File: config.mk
export PLATFORM = sky130hd
export DESIGN_NAME = xirq_cond
export DESIGN_NICKNAME = d
export VERILOG_FILES = /design/src/rtl/xirq_pkg.sv /design/src/rtl/xirq_sync.sv /design/src/rtl/xirq_line.sv /design/src/rtl/xirq_cond.sv
export SDC_FILE = /design/constraint.sdc
export NUM_CORES = 1
export LEC_CHECK = 0
export CORE_AREA = 8 8 71 73
export DETAILED_ROUTE_END_ITERATION = 7
export DIE_AREA = 0 0 79 81
export PLACE_DENSITY = 0.81
export RECOVER_POWER = 100
export SYNTH_ARGS = -nofsm -noshare
export SYNTH_HDL_FRONTEND = slang
export SYNTH_SLANG_ARGS = --single-unit
File: constraint.sdc
create_clock -name clk -period 2.3 [get_ports clk]
set_clock_uncertainty 0.2 [all_clocks]
set_input_delay 0.23 -clock clk [delete_from_list [all_inputs] [get_ports clk]]
set_output_delay 0.23 -clock clk [all_outputs]
set_load 0.01 [all_outputs]
File: src/rtl/xirq_pkg.sv
// Package: shared types, field bit positions and layout helpers for the
// external interrupt line conditioner. Assumes at most four lines in the
// packed layout (one byte lane each).
package xirq_pkg;

    localparam int FIELD_W   = 8;
    localparam int BIT_PEND  = 0;
    localparam int BIT_CKSEL = 4;
    localparam int BIT_EN    = 5;
    localparam int TRIG_LSB  = 6;

    typedef enum logic [1:0] {
        TRIG_HIGH = 2'b00,
        TRIG_LOW  = 2'b01,
        TRIG_RISE = 2'b10,
        TRIG_FALL = 2'b11
    } trig_e;

    typedef struct packed {
        trig_e trig;
        logic  en;
        logic  cksel;
        logic  pend;
    } line_cfg_t;

    // Byte offset of a line's own register in the split layout.
    function automatic logic [11:0] split_offset(input int idx);
        return (idx == 0) ? 12'h000 : 12'(12'h328 + 4 * (idx - 1));
    endfunction

    // Render a line's state as its 8-bit control field.
    function automatic logic [FIELD_W-1:0] field_of(input line_cfg_t c);
        return {c.trig, c.en, c.cksel, 3'b000, c.pend};
    endfunction

endpackage

File: src/rtl/xirq_sync.sv
// Two-flop synchronizer for a vector of independent asynchronous bits.
// Assumes each bit is a slow level that may be sampled bit by bit.
module xirq_sync #(
    parameter int W = 3
) (
    input  logic         clk,
    input  logic         rst_n,
    input  logic [W-1:0] d_async,
    output logic [W-1:0] q_sync
);

    logic [W-1:0] meta_q;

    // Two register stages, cleared by reset.
    always_ff @(posedge clk) begin
        if (!rst_n) begin
            meta_q <= '0;
            q_sync <= '0;
        end else begin
            meta_q <= d_async;
            q_sync <= meta_q;
        end
    end

endmodule

File: src/rtl/xirq_line.sv
// One conditioned interrupt line: holds the control field, detects the
// selected level or edge on the synchronized pin, keeps the sticky edge
// pending flag and drives the normalized active-high request.
// Assumes pin_s is already synchronous to clk.
module xirq_line
    import xirq_pkg::*;
(
    input  logic               clk,
    input  logic               rst_n,
    input  logic               pin_s,
    input  logic               wr_hit,
    input  logic [FIELD_W-1:0] wr_byte,
    output line_cfg_t          cfg,
    output logic               clr_o,
    output logic               irq_o
);

    logic prev_q;
    logic rise, fall, edge_hit, level_val;

    // Previous synchronized sample for edge comparison.
    always_ff @(posedge clk) begin
        if (!rst_n) prev_q <= 1'b0;
        else        prev_q <= pin_s;
    end

    // Edge detection, gated by enable and the edge trigger types.
    always_comb begin
        rise     = pin_s & ~prev_q;
        fall     = ~pin_s & prev_q;
        edge_hit = 1'b0;
        if (cfg.en) begin
            case (cfg.trig)
                TRIG_RISE: edge_hit = rise;
                TRIG_FALL: edge_hit = fall;
                default:   edge_hit = 1'b0;
            endcase
        end
    end

    assign clr_o = wr_hit & wr_byte[BIT_PEND];

    // Control field storage; pending is write-one-to-clear, set wins.
    always_ff @(posedge clk) begin
        if (!rst_n) begin
            cfg <= '0;
        end else begin
            if (wr_hit) begin
                cfg.trig  <= trig_e'(wr_byte[TRIG_LSB +: 2]);
                cfg.en    <= wr_byte[BIT_EN];
                cfg.cksel <= wr_byte[BIT_CKSEL];
            end
            if (edge_hit)   cfg.pend <= 1'b1;
            else if (clr_o) cfg.pend <= 1'b0;
        end
    end

    // Normalized output: level types pass or invert, edge types show pending.
    always_comb begin
        level_val = (cfg.trig == TRIG_LOW) ? ~pin_s : pin_s;
        irq_o     = cfg.en & (cfg.trig[1] ? cfg.pend : level_val);
    end

endmodule

File: src/rtl/xirq_cond.sv
// External interrupt line conditioner top: synchronizes LINES pins,
// instantiates one line per pin and decodes the 32-bit register port in
// either the packed layout (one word at offset 0, line i in byte lane
// LINES-1-i) or the split layout (one word per line at split_offset(i)).
// Assumes LINES <= 4 when SHARED_LAYOUT is set.
module xirq_cond
    import xirq_pkg::*;
#(
    parameter int LINES         = 3,
    parameter int ADDR_W        = 12,
    parameter int DATA_W        = 32,
    parameter bit SHARED_LAYOUT = 1'b1
) (
    input  logic              clk,
    input  logic              rst_n,
    input  logic [LINES-1:0]  irq_pin,
    input  logic              bus_wr,
    input  logic [ADDR_W-1:0] bus_addr,
    input  logic [DATA_W/8-1:0] bus_be,
    input  logic [DATA_W-1:0] bus_wdata,
    output logic [DATA_W-1:0] bus_rdata,
    output logic [LINES-1:0]  irq_out
);

    localparam int BYTES = DATA_W / 8;

    logic [LINES-1:0] pin_s;
    logic [LINES-1:0] line_hit, line_clr, line_en, line_pend, line_edge;
    logic [FIELD_W-1:0] line_byte [LINES];
    line_cfg_t          line_cfg  [LINES];
    logic [DATA_W-1:0]  rd_part   [LINES];

    xirq_sync #(.W(LINES)) u_sync (
        .clk     (clk),
        .rst_n   (rst_n),
        .d_async (irq_pin),
        .q_sync  (pin_s)
    );

    for (genvar i = 0; i < LINES; i++) begin : g_line
        if (SHARED_LAYOUT) begin : g_packed
            localparam int LANE = LINES - 1 - i;
            // Packed word: one byte lane per line at offset 0.
            always_comb begin
                line_hit[i]  = bus_wr && (bus_addr == '0) && bus_be[LANE];
                line_byte[i] = bus_wdata[LANE*8 +: 8];
                rd_part[i]   = '0;
                rd_part[i][LANE*8 +: 8] = field_of(line_cfg[i]);
                if (bus_addr != '0) rd_part[i] = '0;
            end
        end else begin : g_split
            localparam logic [ADDR_W-1:0] OFFS = ADDR_W'(split_offset(i));
            // Split word: the line's own register, lane 0.
            always_comb begin
                line_hit[i]  = bus_wr && (bus_addr == OFFS) && bus_be[0];
                line_byte[i] = bus_wdata[7:0];
                rd_part[i]   = (bus_addr == OFFS) ?
                               {{(DATA_W-FIELD_W){1'b0}}, field_of(line_cfg[i])} : '0;
            end
        end

        xirq_line u_line (
            .clk     (clk),
            .rst_n   (rst_n),
            .pin_s   (pin_s[i]),
            .wr_hit  (line_hit[i]),
            .wr_byte (line_byte[i]),
            .cfg     (line_cfg[i]),
            .clr_o   (line_clr[i]),
            .irq_o   (irq_out[i])
        );

        assign line_en[i]   = line_cfg[i].en;
        assign line_pend[i] = line_cfg[i].pend;
        assign line_edge[i] = line_cfg[i].trig[1];
    end

    // Read-back: OR of the per-line contributions.
    always_comb begin
        bus_rdata = '0;
        for (int i = 0; i < LINES; i++) bus_rdata |= rd_part[i];
    end

    logic unused_bytes;
    assign unused_bytes = ^{BYTES};

endmodule

==> run_results.csv, run 1 <==
group,metric,value,unit
placed_design,post-dp-hpwl,2545,microns
global_routing,grt_overflow,0,
global_routing,grt_pass1_wl,5002,microns
critical_path,endpoint_kind,"primary output",
global_routing,met2_usage,16.93,%
sta,finalMaxSlewViolations,0,
sta,min_period_over_period,97.04,%
route,wl_per_cell,12.61,microns
sta,fin_crit,2232,ps
die,coreArea,3914,sq um
die,die_h,81,microns
critical_path,arrival,1800,ps
job,maxCapViolCount,0,
yosys,yosysUniqueCellTypes,21,
global_routing,grt_use_met1,10.88,%
pwr,p_leak,0.8314,nW
sta,setup_viol,0,
cts,path_clk_slew,80,ps
finish,layout_common_cells,"nand2_1, clkdlybuf4s50_1, dfxtp_1",
cts,cts_tree,"yes",
placed_design,dpl_cell_area,1899,sq um
cts,htreeDepth,1,
cts,cts.sinks,24,
global_routing,top_usage_layer,"met2",
critical_path,path_class,"in -> out",
run_status,outcome,"complete, no violations",
critical_path,slowest_delay,450,ps
yosys,ys_warn_count,0,
die,rows,23,
route,routed_wl,3267,microns
cts,clockBufferDepth,2,
route,avgViaCountPerCell,4.154,
route,ant_nets,0,
global_routing,grt_max_degree,40,
finish,drive_above_1_share,18.66,%
route,vias,1076,
cts,insertion_delay,260,ps
finish,area_delta_synth_final,42.24,%
critical_path,start_kind,"input pin",
sta,max_freq,448.1,MHz
sta,hold_viol_final,0,
critical_path,worstPathRequired,1870,ps
cts,cts_made_buffers,3,
finish,layout_commonest_cell,"nand2_1",
yosys,ys_ff_latch,24,
sta,tns,0,ps
yosys,synth_area,1354,sq um
die,io_pins,89,
critical_path,critPathMaxFanout,6,
global_routing,antenna_found_initial,0,
finish,num_antenna_cells,0,
placed_design,portBuffers,53,
critical_path,slowest_stage,"or4_4",
die,start_util,34.59,%
placed_design,gp_congestion,0.7513,
die,die_w,79,microns
pwr,powerDensity,459.7,nW/um^2
yosys,postSynthCellCount,153,
pwr,p_total,0.8852,mW
route,drt_iter0_drc,38,
yosys,yosysSeqAreaShare,35.49,%
route,drt_first_pass_iters,3,
worst_hold_path,min-delay-path-class,"reg -> reg",
global_routing,first_global_vias,1035,
cts,cts_hold_buf,0,
critical_path,crit_family,"simple AND/OR/NAND/NOR gates",
die,die_area,6399,sq um
finish,fin_area,1926,sq um
pwr,peakVddDrop,441.2,uV
global_routing,gr-usage-all-layers,9.664,%
sta,slew_headroom,54.50,%
global_routing,grtUsageMet3,3.422,%
sta,worst_slew_pin_slew,682.5,ps
critical_path,crit_buf_inv,4,
cts,cts_root_buffer,"clkbuf_8",
yosys,syn-mean-instance-area,8.848,sq um
sta,rsz0062_at_grt,"no",
finish,nets,264,
critical_path,crit_chain,"clkdlybuf4s50_1 -> or4_4 -> nor3_4 -> buf_12 -> buf_8 -> and2_4 -> buf_6",
route,drc,0,
-- per-layer routing --
metal | wire (microns) | part of all wire [%]
met1 | 1334 | 41
met3 | 252 | 7.7
met4 | 46 | 1.4
met5 | 0 | 0
met2 | 1633 | 50
-- synth_stat cells --
| library cell | n | area, sq um |
|---|---|---|
| and3b_1 | 3 | 26.28 |
| dfxtp_1 | 24 | 480.5 |
| or4_1 | 2 | 15.01 |
| conb_1 | 1 | 3.750 |
| nor3_4 | 1 | 16.27 |
| or2_2 | 3 | 18.77 |
| buf_1 | 2 | 7.510 |
| nor4_4 | 3 | 63.81 |
| clkbuf_1 | 3 | 11.26 |
| xnor2_1 | 3 | 26.28 |
| buf_6 | 1 | 11.26 |
| nand2_1 | 33 | 123.9 |
| mux2i_1 | 12 | 120.1 |
| o211ai_1 | 3 | 22.52 |
| and2_1 | 27 | 168.9 |
| o2111ai_1 | 3 | 26.28 |
| buf_2 | 1 | 5.000 |
| or4_4 | 1 | 11.26 |
| buf_4 | 21 | 157.7 |
| o21ai_0 | 3 | 15.01 |
| nor3b_1 | 3 | 22.52 |
-- repair_timing --
item / in CTS / in global routing
setup buffers: 3 / 0
setup endpoints to repair: 15 / 15
endpoints found under the hold margin: 0 / 0
gates resized for setup: 75 / 9
pin swaps: 3 / 3
-- per-stage QoR --
step	utilization [%]	hold slack (ps)	std cells	setup WS, ps
detailed placement	48.53	222.4	252	-481.9
CTS	50.38	243.4	259	2.656
finish	49.20	243.0	259	68.16
global route	49.20	253.8	259	9.635
global placement	48.53	213.4	252	-402.1
floorplan	-	157.3	169	352.5
-- report_power, final --
group	internal, mW	switching (mW)
logic	0.0603	0.0389
clock network	0.232	0.129
registers	0.421	0.00297
-- worst paths after layout --
| check | start | endpoint | slack, ps | depth (start not counted) |
|---|---|---|---|---|
| worst min-delay path | u_sync.meta_q[2]$_SDFF_PN0_ | u_sync.q_sync[2]$_SDFF_PN0_ | 240 | 1 |
| worst max-delay path | bus_addr[0] | bus_rdata[7] | 70 | 7 |
| worst max register to register | u_sync.q_sync[2]$_SDFF_PN0_ | g_line[2].u_line.cfg[0]$_SDFFE_PN0P_ | 1120 | 3 |
| worst min register to register | u_sync.meta_q[2]$_SDFF_PN0_ | u_sync.q_sync[2]$_SDFF_PN0_ | 240 | 1 |
-- cell type report --
class	count	area (sq um)
clock buffers	3	41.29
clock inverters	1	30.03
fillers	387	1988
multi-input cells	117	718.2
flip-flops and latches	24	480.5
well taps	50	62.56
repair buffers	64	593.1
-- cell families after synthesis --
kind of cell	count (synthesis)	share of synthesized area (%)
other	1	0.2770
AOI/OAI and AO/OA	9	4.713
muxes	12	8.873
buffers and inverters	28	14.23
DFF	24	35.49
and+or+nand+nor	76	34.47
xor gates and xnor gates	3	1.941
-- sequential cells by signal, indices dropped and copies added, names as in the netlist --
| signal | flops |
|---|---|
| u_sync.meta_q | 3 |
| g_line.u_line.cfg | 15 |
| g_line.u_line.prev_q | 3 |
| u_sync.q_sync | 3 |
(Power assumes the default switching activity.)
==> run 2, diff against run 1 <==
--- a/config.mk
+++ b/config.mk
@@ -6,10 +6,12 @@
 export NUM_CORES = 1
 export LEC_CHECK = 0
 export CORE_AREA = 8 8 71 73
+export CTS_CLUSTER_DIAMETER = 200
 export DETAILED_ROUTE_END_ITERATION = 7
 export DIE_AREA = 0 0 79 81
 export PLACE_DENSITY = 0.81
 export RECOVER_POWER = 100
+export SETUP_SLACK_MARGIN = 0.2
 export SYNTH_ARGS = -nofsm -noshare
 export SYNTH_HDL_FRONTEND = slang
 export SYNTH_SLANG_ARGS = --single-unit
==> run 2 against run 1 <==
  * Fmax rose by 5.4%
  * Sequential power barely moved
  * Design area rose by 0.97%
  * Die area did not move
  * Critical path depth did not move
  * Total power rose by 0.15%
  * Utilization rose by 0.48 points
  * Non-clock buffer count did not move
  * Worst hold slack improved by 0.87 ps
  * Register-to-register slack barely moved
  * Critical path type unchanged
  * Largest power group unchanged
==> run_results.csv, run 2 (same netlist as run 1, synthesis figures left out) <==
group,metric,value,unit
placed_design,post-place-ws,-481.9,ps
run_status,outcome,"complete, no violations",
sta,setup_viol,0,
sta,tns,0,ps
finish,final-seq-area,484.2,sq um
route,ant_nets,0,
die,die_h,81,microns
die,rows,23,
pwr,p_total,0.8865,mW
route,drt_iter0_drc,45,
global_routing,gr-usage-all-layers,9.687,%
job,maxCapViolCount,0,
cts,insertion_delay,260,ps
finish,nFillCells,389,
critical_path,slowest_delay,570,ps
die,die_w,79,microns
sta,max_freq,472.0,MHz
placed_design,dpl_cell_area,1899,sq um
pwr,powerDensity,455.9,nW/um^2
finish,nets,264,
critical_path,r2r-start,"u_sync.q_sync[2]$_SDFF_PN0_",
route,drc,0,
critical_path,path_class,"in -> out",
worst_hold_path,min-delay-path-class,"reg -> reg",
finish,multi_input_area,759.5,sq um
route,drt_first_pass_iters,3,
critical_path,start_kind,"input pin",
cts,cts.sinks,24,
pwr,peakVddDrop,440.5,uV
worst_hold_path,hold_path_end,"u_sync.q_sync[1]$_SDFF_PN0_",
critical_path,crit_buf_inv,4,
critical_path,r2r_cells,3,
critical_path,crit_family,"simple AND/OR/NAND/NOR gates",
sta,min_period_over_period,92.11,%
placed_design,portBuffers,53,
die,die_area,6399,sq um
cts,htreeDepth,1,
route,wl_per_cell,12.55,microns
finish,area_delta_synth_final,43.62,%
critical_path,slowest_stage,"or4_1",
finish,drive_above_1_share,23.44,%
sta,fin_hold_ws,243.8,ps
die,start_util,34.59,%
critical_path,critPathMaxFanout,6,
global_routing,antenna_found_initial,0,
route,routed_wl,3251,microns
die,io_pins,89,
worst_hold_path,hp-start,"u_sync.meta_q[1]$_SDFF_PN0_",
finish,num_antenna_cells,0,
sta,worst_slew_pin_slew,680.3,ps
finish,layout_commonest_cell,"nand2_1",
finish,fin_area,1944,sq um
finish,regMostFlops,"g_line.u_line.cfg",
cts,cts_tree,"yes",
finish,final_cells,259,
critical_path,crit_chain,"clkdlybuf4s25_1 -> or4_1 -> nor3_4 -> buf_12 -> buf_8 -> and2_4 -> buf_6",
route,avgViaCountPerCell,4.158,
critical_path,reg2reg_setup_slack,1120,ps
finish,utilization,49.68,%
cts,cts_made_buffers,3,
critical_path,arrival,1690,ps
cts,clockBufferDepth,2,
sta,timing.final.ws_setup,181.5,ps
critical_path,worstPathRequired,1870,ps
sta,hold_viol_final,0,
pwr,p_leak,0.8302,nW
global_routing,grt_overflow,0,
finish,largest_reg_flops,15,
die,coreArea,3914,sq um
route,vias,1077,
cts,path_clk_slew,80,ps
placed_design,gp_congestion,0.7513,
cts,cts_hold_buf,0,
cts,cts_root_buffer,"clkbuf_8",
worst_hold_path,min_path_cells,1,
sta,finalMaxSlewViolations,0,
sta,fin_crit,2118,ps
global_routing,grt_max_degree,40,
critical_path,worstReg2RegEnd,"g_line[2].u_line.cfg[0]$_SDFFE_PN0P_",
placed_design,post-dp-hpwl,2545,microns
placed_design,place_inst,252,
sta,slew_headroom,54.65,%
finish,layout_common_cells,"nand2_1, clkdlybuf4s50_1, dfxtp_1",
global_routing,grt_pass1_wl,5016,microns
sta,rsz0062_at_grt,"no",
global_routing,first_global_vias,1038,
critical_path,endpoint_kind,"primary output",
## run 2: changes by cell type in the layout (fill, tap and decap cells not counted), sizes merged
cell / delta
dlygate4sd2: -2
dlygate4sd3: -1
clkdlybuf4s25: +2
clkbuf: -3
dlymetal6s2s: -4
buf: +8
clkdlybuf4s50: -4
clkdlybuf4s15: +4
## run 2: worst max-delay path by stage
stage	start	to	slack (ps)	cells past startpoint
final	bus_addr[8]	bus_rdata[7]	180	7
after global routing	bus_addr[8]	g_line[0].u_line.cfg[4]$_SDFFE_PN0P_	110	6
after CTS	bus_addr[3]	bus_rdata[7]	210	7
after detailed placement	bus_addr[9]	bus_rdata[23]	-480	6
after global placement	bus_addr[9]	bus_rdata[22]	-400	6
after floorplan	bus_addr[9]	bus_rdata[0]	350	5
## run 2: power breakdown
part           internal (mW)  leakage, nW  switching, mW
clock network          0.232       0.0357          0.132
registers              0.421        0.196        0.00296
logic                 0.0562        0.598         0.0419
total                  0.710        0.830          0.176
## run 2: worst reg2reg max path, stage by stage, from the launching register on
cell and delay (ps):
dfxtp_1 370, and3b_1 190, o2111ai_1 200, o211ai_1 110
## run 2: routing by layer
layer / GRT usage (%) / vias up / share of wire, %
met5: 0 / - / 0
met3: 3.422 / 4 / 7.7
met2: 16.93 / 34 / 51
met4: 2.593 / 0 / 1.4
li1: - / 575 / -
met1: 10.95 / 464 / 40
## run 2: layout make-up
type                    count  share of cell area, %
clock inverters             1                  1.544
repair buffers             64                  29.15
well taps                  50                  3.218
clock buffers               3                  2.124
flip-flops and latches     24                  24.90
multi-input cells         117                  39.06
## run 2: repair_timing
action	4_1_cts	5_1_grt
setup endpoints to repair	15	18
setup buffers	3	0
pin swaps	4	3
gates resized for setup	92	16
hold endpoints to repair	0	0
cloned	0	0
==> run 3, diff against run 2 <==
--- a/config.mk
+++ b/config.mk
@@ -9,6 +9,7 @@
 export CTS_CLUSTER_DIAMETER = 200
 export DETAILED_ROUTE_END_ITERATION = 7
 export DIE_AREA = 0 0 79 81
+export GPL_TIMING_DRIVEN = 1
 export PLACE_DENSITY = 0.81
 export RECOVER_POWER = 100
 export SETUP_SLACK_MARGIN = 0.2
==> constraint.sdc (replaced) <==
create_clock -name clk -period 2.3 [get_ports clk]
set_clock_uncertainty 0.2 [all_clocks]
set_input_delay 0.23 -clock clk [delete_from_list [all_inputs] [get_ports clk]]
set_output_delay 0.23 -clock clk [all_outputs]
set_load 0.02 [all_outputs]
==> run 3 against run 2 <==
  * Fmax decreased by 0.72%
  * Clock power decreased by 22%
  * Routed wire length increased by 4.6%
  * Critical path type unchanged
==> run_results.csv, run 3 (same netlist as run 1, synthesis figures left out) <==
group,metric,value,unit
sta,max_freq,468.7,MHz
worst_hold_path,min-delay-path-class,"reg -> reg",
placed_design,place_inst,252,
global_routing,antenna_found_initial,0,
worst_hold_path,hp-start,"u_sync.meta_q[1]$_SDFF_PN0_",
sta,rsz0062_at_grt,"no",
finish,layout_commonest_cell,"nand2_1",
job,maxCapViolCount,0,
global_routing,gr-usage-all-layers,10.46,%
die,die_area,6399,sq um
finish,final-seq-area,480.5,sq um
route,drt_first_pass_iters,3,
critical_path,crit_buf_inv,4,
global_routing,grt_overflow,0,
sta,setup_viol,0,
route,drc,0,
critical_path,crit_family,"simple AND/OR/NAND/NOR gates",
critical_path,start_kind,"input pin",
sta,fin_crit,2134,ps
worst_hold_path,hold_path_end,"u_sync.q_sync[1]$_SDFF_PN0_",
global_routing,grt_pass1_wl,5368,microns
pwr,p_leak,0.8090,nW
route,ant_nets,0,
finish,fin_area,1923,sq um
finish,utilization,49.14,%
critical_path,reg2reg_setup_slack,1120,ps
cts,insertion_delay,260,ps
sta,hold_viol_final,0,
finish,regMostFlops,"g_line.u_line.cfg",
die,io_pins,89,
die,die_w,79,microns
finish,num_antenna_cells,0,
critical_path,path_class,"in -> out",
critical_path,slowest_delay,590,ps
finish,final_cells,260,
die,rows,23,
critical_path,worstReg2RegEnd,"g_line[2].u_line.cfg[0]$_SDFFE_PN0P_",
finish,layout_common_cells,"nand2_1, dfxtp_1, clkdlybuf4s50_1",
finish,nFillCells,411,
route,routed_wl,3401,microns
cts,cts_root_buffer,"clkbuf_8",
finish,multi_input_area,759.5,sq um
critical_path,crit_chain,"buf_2 -> or4_1 -> nor3_4 -> buf_6 -> buf_16 -> and2_4 -> clkbuf_2",
sta,finalMaxSlewViolations,0,
finish,drive_above_1_share,23.81,%
critical_path,worstPathRequired,1870,ps
critical_path,slowest_stage,"or4_1",
critical_path,r2r_cells,3,
finish,nets,265,
cts,htreeDepth,1,
sta,worst_slew_pin_slew,711.7,ps
cts,path_clk_slew,80,ps
sta,min_period_over_period,92.77,%
finish,largest_reg_flops,15,
cts,clockBufferDepth,2,
cts,cts.sinks,24,
pwr,powerDensity,426.3,nW/um^2
placed_design,portBuffers,53,
worst_hold_path,min_path_cells,1,
run_status,outcome,"complete, no violations",
route,wl_per_cell,13.08,microns
pwr,p_total,0.8198,mW
die,die_h,81,microns
global_routing,first_global_vias,1143,
finish,area_delta_synth_final,42.05,%
critical_path,endpoint_kind,"primary output",
route,avgViaCountPerCell,4.277,
sta,slew_headroom,52.55,%
critical_path,arrival,1700,ps
die,coreArea,3914,sq um
placed_design,gp_congestion,0.7559,
sta,fin_hold_ws,236.4,ps
pwr,peakVddDrop,285.1,uV
die,start_util,34.59,%
cts,cts_made_buffers,3,
global_routing,grt_max_degree,40,
placed_design,dpl_cell_area,1899,sq um
placed_design,post-dp-hpwl,2650,microns
critical_path,critPathMaxFanout,7,
critical_path,r2r-start,"u_sync.q_sync[2]$_SDFF_PN0_",
route,drt_iter0_drc,36,
route,vias,1112,
cts,cts_tree,"yes",
==> run 3: changes by cell type in the layout (fill, tap and decap cells not counted), moves of 3 or more <==
cell / delta
and2_0: +3
dfxtp_1: +3
dfxtp_2: -3
buf_2: -7
clkbuf_2: +4
and2_1: -3
buf_4: +7
clkbuf_1: +3
==> run 3: per-layer routing <==
metal / GRT usage [%] / wire length (microns) / vias up
met2: 20.21 / 1787 / 32
li1: - / - / 583
met4: 2.778 / 21 / 0
met3: 2.980 / 212 / 2
met1: 10.72 / 1380 / 495
met5: 0 / 0 / -
==> run 3: how the worst max path moves through the flow <==
stage                                to  slack (ps)  cells after the start   startpoint
final                      bus_rdata[6]         170                      7  bus_addr[2]
after floorplan            bus_rdata[0]         290                      5  bus_addr[9]
after detailed placement   bus_rdata[7]        -550                      6  bus_addr[9]
after global routing      bus_rdata[22]         110                      7  bus_addr[2]
after CTS                  bus_rdata[7]         210                      7  bus_addr[7]
after global placement    bus_rdata[22]        -470                      6  bus_addr[9]
==> run 3: what timing repair did <==
item	4_1_cts	5_1_grt
endpoints found under the setup margin	16	18
endpoints found under the hold margin	0	0
hold buffers	0	0
resized for setup	115	11
pin swaps	4	3
cloned	1	0
setup buffers	2	1
==> run 3: final cells by class <==
cell class                      count  share of cell area [%]
Multi-Input combinational cell    117                   39.49
Timing Repair Buffer               65                   29.41
Tap cell                           50                   3.253
Sequential cell                    24                   24.98
Clock buffer                        4                   2.863
==> run 3: where the power goes <==
| group | switching (mW) | leakage [nW] | internal, mW | total (mW) |
|---|---|---|---|---|
| Combinational | 0.0546 | 0.585 | 0.0557 | 0.110 |
| Sequential | 0.00285 | 0.195 | 0.421 | 0.424 |
| Clock | 0.133 | 0.0288 | 0.153 | 0.285 |
| Total | 0.190 | 0.809 | 0.630 | 0.820 |
==> run 3: metrics by stage <==
stage                     setup slack [ps]  TNS (ps)
after floorplan                      286.3         0
after detailed placement            -545.1     -8069
after global routing                 110.1         0
after global placement              -470.1     -6659
after CTS                            211.5         0
final                                166.2         0
==> run 3: worst reg2reg max path: cells and delay by family (launching register included) <==
family	cells	cell delay, ps
AOI/OAI and AO/OA	2	300
and+or+nand+nor	1	190
DFF	1	370
